<file path="src/rtl/wr_shield_pkg.sv">
package wr_shield_pkg;
  localparam int NREG     = 2;   // region count fixed by the control byte layout
  localparam int OFFW     = 4;   // register window is 2**OFFW bytes
  localparam int CTRL_OFF = 8;   // offset of the control byte
  localparam int ACTW     = 3;   // action code width

  typedef enum logic [ACTW-1:0] {
    ACT_BRK  = 3'b000,
    ACT_NMI  = 3'b001,
    ACT_HYP  = 3'b010,
    ACT_NONE = 3'b111
  } act_code_e;

  typedef struct packed {
    logic brk;
    logic nmi;
    logic hyp;
  } act_fire_t;

  function automatic act_fire_t decode_act(input logic [ACTW-1:0] code);
    act_fire_t f;
    f = '0;
    case (act_code_e'(code))
      ACT_BRK: f.brk = 1'b1;
      ACT_NMI: f.nmi = 1'b1;
      ACT_HYP: f.hyp = 1'b1;
      default: f = '0;
    endcase
    return f;
  endfunction
endpackage

</file>
<file path="src/rtl/wr_shield_regs.sv">
module wr_shield_regs
  import wr_shield_pkg::*;
#(
  parameter int AW = 16
) (
  input  logic                     clk,
  input  logic                     rst_n,
  input  logic                     wr_en,
  input  logic [OFFW-1:0]          wr_off,
  input  logic [7:0]               wr_data,
  input  logic                     hv_enter,
  output logic [NREG-1:0][AW-1:0]  lo,
  output logic [NREG-1:0][AW-1:0]  hi,
  output logic [NREG-1:0]          en,
  output logic [NREG-1:0][ACTW-1:0] act
);
  localparam int NBND = 2 * NREG;  // one low and one high bound per region
  localparam int HIW  = AW - 8;    // width of the upper bound byte

  logic [NBND-1:0][AW-1:0] bnd;
  logic                    bounds_wr;
  logic                    ctrl_wr;

  assign bounds_wr = wr_en && (wr_off < OFFW'(CTRL_OFF));
  assign ctrl_wr   = wr_en && (wr_off == OFFW'(CTRL_OFF));

  // Each bound takes two consecutive offsets, low byte first.
  for (genvar i = 0; i < NBND; i++) begin : g_bnd
    localparam logic [OFFW-1:0] OFF_L = OFFW'(2 * i);
    localparam logic [OFFW-1:0] OFF_H = OFFW'(2 * i + 1);
    logic [AW-1:0] q;
    always_ff @(posedge clk) begin
      if (!rst_n) begin
        q <= '0;
      end else if (wr_en) begin
        if (wr_off == OFF_L) q[7:0]    <= wr_data;
        if (wr_off == OFF_H) q[AW-1:8] <= wr_data[HIW-1:0];
      end
    end
    assign bnd[i] = q;
  end

  for (genvar r = 0; r < NREG; r++) begin : g_map
    assign lo[r] = bnd[2*r];
    assign hi[r] = bnd[2*r+1];
  end

  // Arm bits: the hypervisor strobe and bound rewrites both disarm.
  always_ff @(posedge clk) begin
    if (!rst_n) begin
      en  <= '0;
      act <= '0;
    end else begin
      if (ctrl_wr) begin
        for (int r = 0; r < NREG; r++) act[r] <= wr_data[4*r+1 +: ACTW];
      end
      if (hv_enter || bounds_wr) begin
        en <= '0;
      end else if (ctrl_wr) begin
        for (int r = 0; r < NREG; r++) en[r] <= wr_data[4*r];
      end
    end
  end
endmodule

</file>
<file path="src/rtl/wr_shield_range.sv">
module wr_shield_range #(
  parameter int AW = 16
) (
  input  logic [AW-1:0] addr,
  input  logic [AW-1:0] lo,
  input  logic [AW-1:0] hi,
  input  logic          en,
  output logic          hit
);
  logic ge_lo;
  logic le_hi;

  assign ge_lo = (addr >= lo);
  assign le_hi = (addr <= hi);
  assign hit   = en && ge_lo && le_hi;
endmodule

</file>
<file path="src/rtl/wr_shield_act.sv">
module wr_shield_act
  import wr_shield_pkg::*;
(
  input  logic                      clk,
  input  logic                      rst_n,
  input  logic                      fire,
  input  logic [NREG-1:0]           hit,
  input  logic [NREG-1:0][ACTW-1:0] act,
  output logic                      brk_pulse,
  output logic                      nmi_pulse,
  output logic                      hyp_pulse
);
  logic [ACTW-1:0] win_code;
  act_fire_t       nxt;

  // Lowest-numbered hitting region wins: scan from the top down.
  always_comb begin
    win_code = ACT_NONE;
    for (int r = NREG - 1; r >= 0; r--) begin
      if (hit[r]) win_code = act[r];
    end
    nxt = fire ? decode_act(win_code) : '0;
  end

  always_ff @(posedge clk) begin
    if (!rst_n) begin
      brk_pulse <= 1'b0;
      nmi_pulse <= 1'b0;
      hyp_pulse <= 1'b0;
    end else begin
      brk_pulse <= nxt.brk;
      nmi_pulse <= nxt.nmi;
      hyp_pulse <= nxt.hyp;
    end
  end
endmodule

</file>
<file path="src/rtl/wr_shield.sv">
module wr_shield
  import wr_shield_pkg::*;
#(
  parameter int            AW       = 16,
  parameter logic [15:0]   WIN_BASE = 16'hD500
) (
  input  logic          clk,
  input  logic          rst_n,
  input  logic          hv_enter,
  input  logic          cpu_valid,
  output logic          cpu_ready,
  input  logic          cpu_write,
  input  logic [AW-1:0] cpu_addr,
  input  logic [7:0]    cpu_wdata,
  output logic [7:0]    cpu_rdata,
  output logic          mem_valid,
  input  logic          mem_ready,
  output logic          mem_write,
  output logic [AW-1:0] mem_addr,
  output logic [7:0]    mem_wdata,
  input  logic [7:0]    mem_rdata,
  output logic          brk_pulse,
  output logic          nmi_pulse,
  output logic          hyp_pulse
);
  localparam logic [AW-OFFW-1:0] WIN_TAG = WIN_BASE[AW-1:OFFW];

  logic                      in_win;
  logic                      cfg_wr;
  logic                      blocked;
  logic [NREG-1:0]           hit_vec;
  logic [NREG-1:0][AW-1:0]   reg_lo;
  logic [NREG-1:0][AW-1:0]   reg_hi;
  logic [NREG-1:0]           reg_en;
  logic [NREG-1:0][ACTW-1:0] reg_act;

  assign in_win  = (cpu_addr[AW-1:OFFW] == WIN_TAG);
  assign cfg_wr  = cpu_valid && cpu_write && in_win;
  assign blocked = cpu_valid && cpu_write && !in_win && (|hit_vec);

  wr_shield_regs #(.AW(AW)) u_regs (
    .clk      (clk),
    .rst_n    (rst_n),
    .wr_en    (cfg_wr),
    .wr_off   (cpu_addr[OFFW-1:0]),
    .wr_data  (cpu_wdata),
    .hv_enter (hv_enter),
    .lo       (reg_lo),
    .hi       (reg_hi),
    .en       (reg_en),
    .act      (reg_act)
  );

  for (genvar r = 0; r < NREG; r++) begin : g_rng
    wr_shield_range #(.AW(AW)) u_rng (
      .addr (cpu_addr),
      .lo   (reg_lo[r]),
      .hi   (reg_hi[r]),
      .en   (reg_en[r]),
      .hit  (hit_vec[r])
    );
  end

  wr_shield_act u_act (
    .clk       (clk),
    .rst_n     (rst_n),
    .fire      (blocked),
    .hit       (hit_vec),
    .act       (reg_act),
    .brk_pulse (brk_pulse),
    .nmi_pulse (nmi_pulse),
    .hyp_pulse (hyp_pulse)
  );

  // Forwarding path: window and blocked writes complete locally.
  assign mem_valid = cpu_valid && !in_win && !blocked;
  assign mem_write = cpu_write;
  assign mem_addr  = cpu_addr;
  assign mem_wdata = cpu_wdata;
  assign cpu_ready = (in_win || blocked) ? 1'b1 : mem_ready;
  assign cpu_rdata = in_win ? 8'h00 : mem_rdata;
endmodule

</file>
<file path="config.mk">
export PLATFORM = sky130hd
export DESIGN_NAME = wr_shield
export DESIGN_NICKNAME = d
export VERILOG_FILES = /design/src/rtl/wr_shield_pkg.sv /design/src/rtl/wr_shield_regs.sv /design/src/rtl/wr_shield_range.sv /design/src/rtl/wr_shield_act.sv /design/src/rtl/wr_shield.sv
export SDC_FILE = /design/constraint.sdc
export NUM_CORES = 1
export LEC_CHECK = 0
export BUFFER_PORTS_ARGS = -buffer_cell sky130_fd_sc_hd__buf_2
export CAP_MARGIN = 10
export CORE_ASPECT_RATIO = 1.5
export CORE_UTILIZATION = 40
export CTS_BUF_LIST = sky130_fd_sc_hd__clkbuf_8
export CTS_CLUSTER_SIZE = 10
export DETAILED_ROUTE_END_ITERATION = 12
export REMOVE_ABC_BUFFERS = 1
export SYNTH_ARGS = -nofsm -noshare
export SYNTH_HDL_FRONTEND = slang
export SYNTH_SLANG_ARGS = --single-unit
</file>
<file path="constraint.sdc">
create_clock -name clk -period 3.1 [get_ports clk]
set_clock_uncertainty 0.15 [all_clocks]
set_input_delay 0.31 -clock clk [delete_from_list [all_inputs] [get_ports clk]]
set_output_delay 0.31 -clock clk [all_outputs]
set_load 0.01 [all_outputs]
</file>
==> key figures, run 1 <==
Power
  – Final total power: 2.16 mW
  – Fraction of power spent switching nets: 24.8%
  – Highest ir drop seen on vdd: 227 uV
  – P_sw: 0.537 mW
  – Power per cell area: 384 nW/um^2
  – Seq pwr share: 44.5%
  – Clock power frac: 42.8%
  – Internal power: 1.63 mW
  – Lkg Pwr: 2.17 nW
  – Comb power frac: 12.7%

Route
  – Total DRC errors in the routed layout: 0
  – Mean number of vias per cell: 5.23
  – Vias post-DR: 4087
  – Wire length per cell: 16.4 um
  – Number of search-and-repair iterations in the first detailed-routing pass: 5
  – Violation count after the first detailed-route iteration: 179
  – Routed Wire Length: 12800 um
  – Number of routed nets with antenna violations: 0

Floorplan
  – Vert. Die Dim: 138 um
  – Number of placed I/O pins: 76
  – Initial core utilization: 41.1%
  – Full die area: 12800 sq um
  – Core region area: 12000 sq um
  – Number of placement rows: 49
  – X dimension of the die: 92.7 um

Placement
  – Post-DP HPWL: 9600 um
  – DP Cell Count: 766
  – Count of buffers from port buffering: 75
  – Final weighted congestion in routability-driven placement: 0.826
  – Area after DPL: 5370 sq um

Yosys
  – FF+latch count, synth: 75
  – Combinational family with the most area after synthesis: simple AND/OR/NAND/NOR gates
  – Xor and xnor fraction of the mapped netlist area: 0%
  – Number of distinct library cells after synthesis: 48
  – Most common flop cell mapped by yosys: sky130_fd_sc_hd__dfxtp_1
  – Proportion of synthesized area in mux cells: 9.93%
  – Fraction of the mapped netlist area in adder cells: 16.2%
  – Complex-gate fraction of the synthesized area: 11.4%
  – Cell Area, Synth: 4940 sq um
  – Synth Instances: 568
  – Post-synthesis area per instance: 8.70 sq um
  – Post-synth EDFFs: 0
  – Yosys Warn Count: 0
  – Share of synthesized registers carrying an async set or reset: 0%
  – Fraction of the yosys area taken by sequential cells: 30.4%
  – Post-synthesis share of cell area spent on and, or, nand and nor gates: 21.4%

GRT
  – Overall fraction of global-route tracks in use: 20.7%
  – Largest net degree at the start of global routing: 73
  – Via count of the first global-routing pass: 3931
  – Wire length of the first global-routing pass: 20000 um
  – Final global-route overflow total: 0
  – Antenna violations before repair: 0

Worst setup path
  – Critical Path Slowest Stage Cell: sky130_fd_sc_hd__or3_1
  – Category of the critical setup timing path: flop to output port
  – Arrival @ worst endpoint: 2530 ps
  – CP Capture Type: output port
  – Critical Path Max Stage Delay: 430 ps
  – Kind of cell adding the most delay to the critical path: compound AO/OA/AOI/OAI gates
  – Series of cell instances along the critical path: inv_1, ha_1, a21oi_1, o21ai_0, a221o_1, or3_1, o21ai_4, o2111a_1, buf_2
  – Setup crit start kind: flop
  – Critical path buffers and inverters: 2
  – Crit path max fanout: 3
  – CP Data Required Time: 2640 ps

Final layout
  – Fill cell instance count of the final layout: 1204
  – Final std cells w/o fill: 782
  – Area delta synth->final: 14.2%
  – Fraction of layout instances using a drive strength above 1: 19.4%
  – Antenna cell count: 0
  – Layout Nets: 726
  – Summed area of non-filler cells in the final layout: 5640 sq um

Run
  – Max-capacitance violation count: 0

Clocking
  – TritonCTS clock tree: yes
  – Total clock buffers created by CTS: 9
  – H-Tree Level Count: 3
  – Register clock-pin slew on the reported worst setup and hold paths: 80 ps
  – Clk_lat worst skew: 370 ps
  – CTS sink cnt: 75
  – Root buffer selected by CTS: sky130_fd_sc_hd__clkbuf_8
  – Hold_buf cts: 0
  – Maximum buffer depth of the clock tree: 2

Timing
  – Slew of the pin with the lowest slew margin: 632 ps
  – Worst hold slack across all endpoints: 122 ps
  – Final Hold Vio Count: 0
  – Upper clock frequency limit: 335 MHz
  – Share of the clock period used by the worst path: 96.4%
  – Final-report setup violation count: 0
  – Remaining max-slew budget at the tightest pin: 57.8%
  – Final max-slew violation count: 0
  – Min Clock Period, post-route: 2990 ps

Hold path
  – Kind of path behind the tightest hold check: primary input to flop

Outcome
  – Status: completed
[per-stage QoR]
stage / TNS, ps / utilization (%) / setup WS [ps]
4_1_cts: 0 / 46.8 / 31.6
5_1_grt: -0.282 / 47.0 / -0.282
3_5_place_dp: 0 / 44.7 / 124
2_1_floorplan: 0 / - / 396
6_report: 0 / 47.0 / 111
3_3_place_gp: 0 / 44.7 / 170
[tightest hold or removal path, stage by stage]
cell and delay, ps:
sky130_fd_sc_hd__buf_2 70, sky130_fd_sc_hd__inv_1 40, sky130_fd_sc_hd__o311ai_0 120, sky130_fd_sc_hd__a21oi_1 50
[timing repair]
item                                    4_1_cts  5_1_grt
endpoints found under the setup margin        2        2
pin swaps                                     0        2
gates resized for setup                       5        4
setup buffers                                 0        0
hold endpoints to repair                      0        0
[sequential cells by signal (all words and copies together) (netlist names)]
signal,flops
u_act.brk_pulse,1
u_act.hyp_pulse,1
u_act.nmi_pulse,1
u_regs.act,6
u_regs.en,2
u_regs.g_bnd.q,64
[Yosys cell counts, types with 3 or more instances]
library cell	instances	share of area, %
sky130_fd_sc_hd__o211ai_1	4	0.61
sky130_fd_sc_hd__a21boi_0	23	3.5
sky130_fd_sc_hd__and3_1	3	0.38
sky130_fd_sc_hd__nor2b_1	53	6.7
sky130_fd_sc_hd__buf_2	3	0.30
sky130_fd_sc_hd__nand4_1	13	1.6
sky130_fd_sc_hd__nor3_1	4	0.41
sky130_fd_sc_hd__o21a_1	3	0.46
sky130_fd_sc_hd__nor2_1	7	0.53
sky130_fd_sc_hd__buf_4	25	3.8
sky130_fd_sc_hd__a21oi_1	23	2.3
sky130_fd_sc_hd__nand3_1	7	0.71
sky130_fd_sc_hd__mux2i_1	49	9.9
sky130_fd_sc_hd__o21ai_0	7	0.71
sky130_fd_sc_hd__nand2_1	63	4.8
sky130_fd_sc_hd__and2_1	11	1.4
sky130_fd_sc_hd__clkbuf_1	21	1.6
sky130_fd_sc_hd__dfxtp_1	75	30
sky130_fd_sc_hd__inv_1	65	4.9
sky130_fd_sc_hd__ha_1	64	16
sky130_fd_sc_hd__o2111ai_1	8	1.4
sky130_fd_sc_hd__nand2b_1	3	0.38
[final timing paths]
check | startpoint | end | slack [ps] | cells after the start
worst max-delay path | u_regs.g_bnd[0].q[7] | mem_valid | 110 | 9
worst min-delay path | hv_enter | u_regs.en[1] | 120 | 4
worst max register to register | u_regs.g_bnd[0].q[7] | u_act.brk_pulse | 490 | 9
worst min register to register | u_regs.g_bnd[0].q[2] | u_regs.g_bnd[0].q[2] | 320 | 2
[kinds of logic after synthesis]
group	after synthesis
simple gates	185
buf+inv	114
compound gates	81
flops	75
fa+ha+maj	64
mux	49
[cell type report]
class,instances,area [sq um],share of cell area [%]
inverter,65,244,4.32
clock buffer,10,138,2.44
clock inverter,6,104,1.84
multi-input combinational,379,2950,52.2
sequential,75,1500,26.6
timing repair buffer,94,518,9.18
tap,153,191,3.39
[layout by cell type, fill, tap and decap left out, types with 2 or more instances in the layout]
cell type	n
sky130_fd_sc_hd__buf_4	19
sky130_fd_sc_hd__ha_1	64
sky130_fd_sc_hd__nand3_1	7
sky130_fd_sc_hd__o21ai_0	6
sky130_fd_sc_hd__clkbuf_8	10
sky130_fd_sc_hd__bufinv_16	3
sky130_fd_sc_hd__dfxtp_1	75
sky130_fd_sc_hd__nor2_1	7
sky130_fd_sc_hd__and4_1	2
sky130_fd_sc_hd__mux2i_1	49
sky130_fd_sc_hd__a21oi_1	23
sky130_fd_sc_hd__buf_2	75
sky130_fd_sc_hd__a21o_1	2
sky130_fd_sc_hd__and4bb_2	2
sky130_fd_sc_hd__o21a_1	3
sky130_fd_sc_hd__nand2b_1	3
sky130_fd_sc_hd__nand2_1	63
sky130_fd_sc_hd__o211ai_1	4
sky130_fd_sc_hd__a21boi_0	23
sky130_fd_sc_hd__nand4_1	13
sky130_fd_sc_hd__o2111ai_1	8
sky130_fd_sc_hd__nor4_2	2
sky130_fd_sc_hd__a221oi_1	2
sky130_fd_sc_hd__nor2b_1	53
sky130_fd_sc_hd__and2_1	11
sky130_fd_sc_hd__and3_1	3
sky130_fd_sc_hd__nor3_1	4
sky130_fd_sc_hd__nor3b_1	2
sky130_fd_sc_hd__inv_1	66
sky130_fd_sc_hd__clkinv_2	2
[metal layers]
metal / wire (um) / global-route usage [%] / up-vias
li1: - / - / 2028
met1: 5410 / 23.7 / 1942
met2: 6700 / 37.1 / 92
met3: 415 / 3.19 / 25
met4: 316 / 9.55 / 0
met5: 0 / 0 / -
[power by group through the flow]
stage          Clock, mW  Sequential, mW  Combinational [mW]
2_1_floorplan          0           0.985               0.109
3_3_place_gp           0           0.985               0.267
3_5_place_dp           0           0.985               0.273
4_1_cts            0.952           0.962               0.277
5_1_grt            0.993           0.962               0.303
6_report           0.926           0.962               0.276
Power figures use the tool's default switching activity.
==> run 2, diff against run 1 <==
--- a/config.mk
+++ b/config.mk
@@ -7,7 +7,6 @@
 export LEC_CHECK = 0
 export BUFFER_PORTS_ARGS = -buffer_cell sky130_fd_sc_hd__buf_2
 export CAP_MARGIN = 10
-export CORE_ASPECT_RATIO = 1.5
 export CORE_UTILIZATION = 40
 export CTS_BUF_LIST = sky130_fd_sc_hd__clkbuf_8
 export CTS_CLUSTER_SIZE = 10
==> key figures, run 2 (synthesis results as in run 1) <==
Hold path
  – Kind of path behind the tightest hold check: primary input to flop
  – Number of instances on the worst hold path: 4 (unchanged)
  – Beginning of the worst hold path: hv_enter
  – Worst-case hold path end point: u_regs.en[0]

Placement
  – Worst slack, placed: 47.2 ps (-76.3 ps)
  – Count of buffers from port buffering: 75 (unchanged)
  – Final weighted congestion in routability-driven placement: 0.882 (+6.8%)
  – Post-DP HPWL: 9370 um (-2.4%)
  – Area after DPL: 5280 sq um (-1.7%)

Final layout
  – Register containing the most flip-flops in the final layout: u_regs.g_bnd.q
  – Summed area of non-filler cells in the final layout: 5510 sq um (-2.4%)
  – Antenna cell count: 0 (unchanged)
  – Layout Nets: 719 (-0.96%)
  – Fill cell instance count of the final layout: 1202 (-0.17%)
  – Top library cells by usage in the layout, fill and taps aside: sky130_fd_sc_hd__buf_2 (75), sky130_fd_sc_hd__dfxtp_1 (75), sky130_fd_sc_hd__inv_1 (66), sky130_fd_sc_hd__nand2_1 (63), sky130_fd_sc_hd__ha_1 (63)
  – Max FFs per register: 64 (unchanged)
  – Fraction of layout instances using a drive strength above 1: 18.4% (-1.0 points)
  – Area delta synth->final: 11.4%
  – Registers with the highest flip-flop counts: u_regs.g_bnd.q (64), u_regs.act (6), u_regs.en (2)

Power
  – Highest ir drop seen on vdd: 285 uV (+25%)
  – Final total power: 1.88 mW (-13%)
  – Lkg Pwr: 2.08 nW (-4.1%)
  – Power per cell area: 341 nW/um^2 (-11%)

Timing
  – Min Clock Period, post-route: 2970 ps (-13.8 ps)
  – Share of the clock period used by the worst path: 96.0% (-0.45 points)
  – TNS Setup: 0 ps (unchanged)
  – Final Hold Vio Count: 0 (unchanged)
  – Worst setup slack after layout: 125 ps (+13.8 ps)
  – Slew of the pin with the lowest slew margin: 611 ps (-20.9 ps)
  – Upper clock frequency limit: 336 MHz (+0.46%)
  – Final max-slew violation count: 0 (unchanged)
  – Final-report setup violation count: 0 (unchanged)
  – Remaining max-slew budget at the tightest pin: 59.3% (+1.5 points)

Floorplan
  – Initial core utilization: 41.1% (about the same)
  – Full die area: 12800 sq um (about the same)
  – Core region area: 12000 sq um (about the same)
  – Vert. Die Dim: 113 um (-18%)
  – Number of placed I/O pins: 76 (unchanged)
  – X dimension of the die: 113 um (+22%)
  – Number of placement rows: 40 (-18%)

Worst setup path
  – Critical Path Max Stage Delay: 420 ps (about the same)
  – Beginning of the worst register-to-register path: u_regs.g_bnd[0].q[7]
  – Kind of cell adding the most delay to the critical path: compound AO/OA/AOI/OAI gates
  – Setup slack on the worst flop-to-flop path: 590 ps (+100 ps)
  – CP Capture Type: output port
  – Reg2Reg Depth: 8 (-1)
  – Category of the critical setup timing path: flop to output port
  – Worst R2R End: u_act.brk_pulse
  – Setup crit start kind: flop
  – CP Data Required Time: 2640 ps (about the same)
  – Critical path buffers and inverters: 2 (unchanged)
  – Arrival @ worst endpoint: 2510 ps (-20 ps)
  – Critical Path Slowest Stage Cell: sky130_fd_sc_hd__a221oi_1
  – Crit path max fanout: 4 (+1)
  – Series of cell instances along the critical path: inv_1, ha_1, nand4_1, nor2_1, a221oi_1, o211ai_1, o2111ai_1, o2111a_1, buf_2

Clocking
  – Register clock-pin slew on the reported worst setup and hold paths: 80 ps (about the same)
  – H-Tree Level Count: 3 (unchanged)
  – CTS sink cnt: 75 (unchanged)
  – Root buffer selected by CTS: sky130_fd_sc_hd__clkbuf_8
  – Total clock buffers created by CTS: 9 (unchanged)
  – TritonCTS clock tree: yes
  – Maximum buffer depth of the clock tree: 2 (unchanged)
  – Clk_lat worst skew: 360 ps (about the same)

Route
  – Mean number of vias per cell: 5.31 (+1.5%)
  – Routed Wire Length: 12800 um (-0.16%)
  – Number of routed nets with antenna violations: 0 (unchanged)
  – Wire length per cell: 16.7 um (+1.8%)
  – Routed length on met2: 5970 um (-11%)
  – Length of routed met3 wiring: 773 um (+86%)
  – Total DRC errors in the routed layout: 0 (unchanged)
  – Vias post-DR: 4069 (-0.44%)
  – Highest layer used for signal routing: met4
  – M1 wire length: 5860 um (+8.4%)
  – Number of search-and-repair iterations in the first detailed-routing pass: 7 (+2)
  – Violation count after the first detailed-route iteration: 193 (+7.8%)

GRT
  – Wire length of the first global-routing pass: 20000 um (about the same)
  – Via count of the first global-routing pass: 3730 (-5.1%)
  – Final global-route overflow total: 0 (unchanged)
  – Antenna violations before repair: 0 (unchanged)
  – Largest net degree at the start of global routing: 61 (-16%)
  – Overall fraction of global-route tracks in use: 20.9% (+0.18 points)

Run
  – Max-capacitance violation count: 0 (unchanged)

Outcome
  – Status: completed
==> run 2: through the flow <==
step | hold slack [ps] | util, % | cells
after floorplan | 286 | - | 519
after global placement | 300 | 43.9 | 749
after detailed placement | 308 | 43.9 | 749
after CTS | 120 | 45.3 | 763
after global routing | 165 | 45.8 | 767
final | 147 | 45.8 | 767
==> run 2: timing repair <==
action / CTS / global route
resized for setup: 4 / 5
setup endpoints to repair: 2 / 2
hold buffers: 0 / 0
pin swaps: 0 / 4
buffers inserted: 0 / 4
hold endpoints to repair: 0 / 0
==> run 2: worst min-delay path, delay by kind of cell <==
kind                   cells  cell delay, ps
buffers and inverters      2             110
AO/OA/AOI/OAI              2             200
==> run 2: final cells by class <==
type | count | area (sq um) | area share, %
clock inverter | 5 | 32.5 | 0.591
sequential | 75 | 1500 | 27.3
multi-input combinational | 379 | 2950 | 53.7
clock buffer | 9 | 124 | 2.25
inverter | 65 | 244 | 4.43
tap | 147 | 184 | 3.34
timing repair buffer | 87 | 465 | 8.45
==> run 2: layer usage <==
metal  up-vias  global-route usage, %
li1       2010                      -
met1      1918                   27.1
met2       125                   34.7
met3        16                   4.93
met4         0                   5.53
met5         -                      0
==> run 2: power by group <==
part           internal [mW]  leakage (nW)  switching, mW  total [mW]
Combinational          0.108          1.40          0.161       0.269
Clock                  0.280        0.0788          0.365       0.645
Sequential             0.962         0.604     0.00000217       0.962
Total                   1.35          2.08          0.526        1.88
==> run 2: worst max path at each step <==
stage	startpoint	end	slack, ps	cells past startpoint
floorplan	cpu_addr[7]	u_regs.g_bnd[2].q[10]	400	6
global placement	cpu_addr[0]	mem_valid	100	10
detailed placement	cpu_addr[0]	mem_valid	50	10
CTS	u_regs.g_bnd[1].q[13]	mem_valid	50	9
global route	u_regs.g_bnd[3].q[14]	mem_valid	-0.4	8
finish	u_regs.g_bnd[2].q[14]	mem_valid	130	9
==> run 3, diff against run 2 <==
--- a/config.mk
+++ b/config.mk
@@ -5,6 +5,7 @@
 export SDC_FILE = /design/constraint.sdc
 export NUM_CORES = 1
 export LEC_CHECK = 0
+export ABC_AREA = 1
 export BUFFER_PORTS_ARGS = -buffer_cell sky130_fd_sc_hd__buf_2
 export CAP_MARGIN = 10
 export CORE_UTILIZATION = 40
==> key figures, run 3 <==
Yosys
  – FF+latch count, synth: 75 (unchanged)
  – Post-synth EDFFs: 0 (unchanged)
  – Post-synthesis area per instance: 7.43 sq um (-15%)
  – Area contributors post-synth: sky130_fd_sc_hd__dfxtp_1 (31%), sky130_fd_sc_hd__ha_1 (16%), sky130_fd_sc_hd__a21oi_1 (10%)
  – Area fraction of the dominant cell type after synthesis: 30.8% (+0.40 points)
  – Yosys Warn Count: 0 (unchanged)
  – Most common flop cell mapped by yosys: sky130_fd_sc_hd__dfxtp_1
  – Synth Instances: 656 (+15%)
  – Most common cell in the netlist: sky130_fd_sc_hd__inv_1
  – Library cell occupying the most area in the post-synthesis netlist: sky130_fd_sc_hd__dfxtp_1
  – Cell Area, Synth: 4880 sq um (-1.3%)
  – Synth cell count leaders: sky130_fd_sc_hd__inv_1 (114), sky130_fd_sc_hd__nand2_1 (102), sky130_fd_sc_hd__a21oi_1 (97), sky130_fd_sc_hd__dfxtp_1 (75), sky130_fd_sc_hd__o21ai_0 (65)
  – Share of synthesized registers carrying an async set or reset: 0% (unchanged)
  – Number of distinct library cells after synthesis: 35 (-27%)
  – Fraction of the yosys area taken by sequential cells: 30.8% (+0.40 points)

Floorplan
  – Number of placed I/O pins: 76 (unchanged)
  – Number of placement rows: 39 (-2.5%)
  – Full die area: 12600 sq um (-1.3%)
  – X dimension of the die: 112 um (-0.64%)
  – Vert. Die Dim: 112 um (-0.64%)
  – Initial core utilization: 41.8% (+0.68 points)
  – Core region area: 11700 sq um (-2.9%)

Final layout
  – Fraction of layout instances using a drive strength above 1: 16.3% (-2.1 points)
  – Most common library cell in the layout ignoring fill and taps: sky130_fd_sc_hd__inv_1
  – Fill cell instance count of the final layout: 1159 (-3.6%)
  – Registers with the highest flip-flop counts: u_regs.g_bnd.q (64), u_regs.act (6), u_regs.en (2)
  – Antenna cell count: 0 (unchanged)
  – Register containing the most flip-flops in the final layout: u_regs.g_bnd.q
  – Top library cells by usage in the layout, fill and taps aside: sky130_fd_sc_hd__inv_1 (114), sky130_fd_sc_hd__nand2_1 (102), sky130_fd_sc_hd__a21oi_1 (97), sky130_fd_sc_hd__buf_2 (75), sky130_fd_sc_hd__dfxtp_1 (75)
  – Area delta synth->final: 11.3% (about the same)
  – Layout Nets: 811 (+13%)
  – Max FFs per register: 64 (unchanged)

Worst setup path
  – Critical Path Max Stage Delay: 310 ps (-110 ps)
  – Reg2Reg Depth: 12 (+4)
  – Worst R2R End: u_act.nmi_pulse
  – CP Capture Type: output port
  – Setup crit start kind: flop
  – CP Data Required Time: 2640 ps (about the same)
  – Arrival @ worst endpoint: 2430 ps (-80 ps)
  – Critical Path Slowest Stage Cell: sky130_fd_sc_hd__dfxtp_1
  – Most repeated library cell on the critical path: sky130_fd_sc_hd__nand2_1
  – Beginning of the worst register-to-register path: u_regs.g_bnd[1].q[15]
  – Worst setup path startpoint: u_regs.g_bnd[1].q[15]
  – Category of the critical setup timing path: flop to output port
  – Series of cell instances along the critical path: inv_1, ha_1, nand2_1, nor3_1, buf_4, nand3_1, nand2_1, nand3_1, nand2_1, nand2_1, and3_1, buf_2
  – Worst setup path end: mem_valid
  – Crit path max fanout: 5 (+1)
  – Setup slack on the worst flop-to-flop path: 790 ps (+200 ps)

Timing
  – Share of the clock period used by the worst path: 93.2% (-2.8 points)
  – TNS Setup: 0 ps (unchanged)
  – Min Clock Period, post-route: 2890 ps (-85.9 ps)
  – Worst setup slack after layout: 211 ps (+85.9 ps)
  – Slew of the pin with the lowest slew margin: 595 ps (-16.3 ps)
  – Final Hold Vio Count: 0 (unchanged)
  – Final-report setup violation count: 0 (unchanged)
  – Unrepaired setup endpoints after global routing: false
  – Final max-slew violation count: 0 (unchanged)
  – Remaining max-slew budget at the tightest pin: 60.2% (+0.94 points)
  – Upper clock frequency limit: 346 MHz (+3.0%)

Route
  – Number of search-and-repair iterations in the first detailed-routing pass: 4 (-3)
  – Vias post-DR: 4353 (+7.0%)
  – Violation count after the first detailed-route iteration: 155 (-20%)
  – Routed Wire Length: 12900 um (+0.59%)
  – Number of routed nets with antenna violations: 0 (unchanged)
  – Mean number of vias per cell: 5.09 (-4.1%)
  – Total DRC errors in the routed layout: 0 (unchanged)
  – Wire length per cell: 15.1 um (-9.9%)

Power
  – Power per cell area: 389 nW/um^2 (+14%)
  – Lkg Pwr: 2.38 nW (+14%)
  – Highest ir drop seen on vdd: 253 uV (-11%)

Clocking
  – CTS sink cnt: 75 (unchanged)
  – Post-CTS setup buffer count: 0 (unchanged)
  – TritonCTS clock tree: yes
  – Total clock buffers created by CTS: 9 (unchanged)
  – H-Tree Level Count: 3 (unchanged)
  – Root buffer selected by CTS: sky130_fd_sc_hd__clkbuf_8
  – Clk_lat worst skew: 380 ps (+20 ps)
  – Maximum buffer depth of the clock tree: 2 (unchanged)
  – Register clock-pin slew on the reported worst setup and hold paths: 80 ps (about the same)

Hold path
  – Kind of path behind the tightest hold check: primary input to flop

GRT
  – Largest net degree at the start of global routing: 44 (-28%)
  – Final global-route overflow total: 0 (unchanged)
  – Wire length of the first global-routing pass: 20800 um (+4.2%)
  – Overall fraction of global-route tracks in use: 21.7% (+0.85 points)
  – Antenna violations before repair: 0 (unchanged)
  – Via count of the first global-routing pass: 4077 (+9.3%)

Outcome
  – Status: completed

Run
  – Max-capacitance violation count: 0 (unchanged)

Placement
  – Count of buffers from port buffering: 75 (unchanged)
  – Post-DP HPWL: 9700 um (+3.5%)
  – Final weighted congestion in routability-driven placement: 0.875 (-0.82%)
  – Worst slack, placed: 304 ps (+257 ps)
## run 3: changes by cell type in the layout (fill, tap and decap cells not counted), sizes merged, moves of 8 or more
cell,change
a21oi,+74
o21ai,+62
nor2b,-52
inv,+49
mux2i,-49
nand2,+40
a21boi,-22
nor2,+21
nand3,+18
and2,-11
buf,-8
o2111ai,-8
## run 3: worst min-delay path by stage
stage                               startpoint              endpoint  slack [ps]  cells past startpoint
after global placement    u_regs.g_bnd[3].q[0]  u_regs.g_bnd[3].q[0]         290                      2
after detailed placement  u_regs.g_bnd[3].q[0]  u_regs.g_bnd[3].q[0]         290                      2
after floorplan           u_regs.g_bnd[1].q[0]  u_regs.g_bnd[1].q[0]         280                      2
final                                 hv_enter          u_regs.en[1]          80                      3
after global routing                  hv_enter          u_regs.en[1]          90                      3
after CTS                             hv_enter          u_regs.en[0]          60                      3
## run 3: area by class of cell
class	instances	area, sq um	area share, %
Clock inverter	5	77.6	1.43
Clock buffer	10	138	2.54
Inverter	116	435	8.02
Timing Repair Buffer	79	405	7.47
Tap cell	143	179	3.30
Sequential cell	75	1500	27.7
Multi-Input combinational cell	428	2690	49.6
## run 3: report_power, final
part / internal (mW) / switching (mW)
Combinational: 0.0999 / 0.187
Sequential: 0.962 / 0.00000223
Clock: 0.468 / 0.393
## run 3: per-stage QoR
stage / hold slack [ps] / util [%] / instances / area (sq um) / power [mW]
after CTS: 62.4 / 46.5 / 856 / 5420 / 2.13
final: 77.3 / 46.6 / 856 / 5430 / 2.11
after global placement: 292 / 44.6 / 841 / 5200 / 1.27
after detailed placement: 293 / 44.6 / 841 / 5200 / 1.27
after floorplan: 277 / - / 619 / 4620 / 1.12
after global routing: 87.1 / 46.6 / 856 / 5430 / 2.21
## run 3: logic make-up (layout without fill, tap and decap cells)
family | count (synthesis) | in the layout | synth area share (%)
AOI/OAI and AO/OA | 173 | 173 | 18.1
adders and majority gates | 64 | 64 | 16.4
DFF | 75 | 75 | 30.8
and+or+nand+nor | 191 | 191 | 20.4
buffers and inverters | 153 | 210 | 14.2
## run 3: routing by layer
metal | up-vias | routed length (um) | GRT usage (%)
met2 | 116 | 5960 | 36.4
met5 | - | 0 | 0
met4 | 0 | 384 | 11.6
li1 | 2253 | - | -
met3 | 28 | 669 | 3.78
met1 | 1956 | 5890 | 26.6
## run 3: critical path, delay by kind of cell, from the launching register on
kind                     cells  cell delay (ps)
flip-flops                   1              310
adder cells (fa/ha/maj)      1              290
buffers and inverters        3              350
AND/OR/NAND/NOR              8             1100
## run 3: repair_timing
item / 4_1_cts / 5_1_grt
setup endpoints to repair: 0 / 2
hold buffers: 0 / 0
resized for setup: 0 / 3
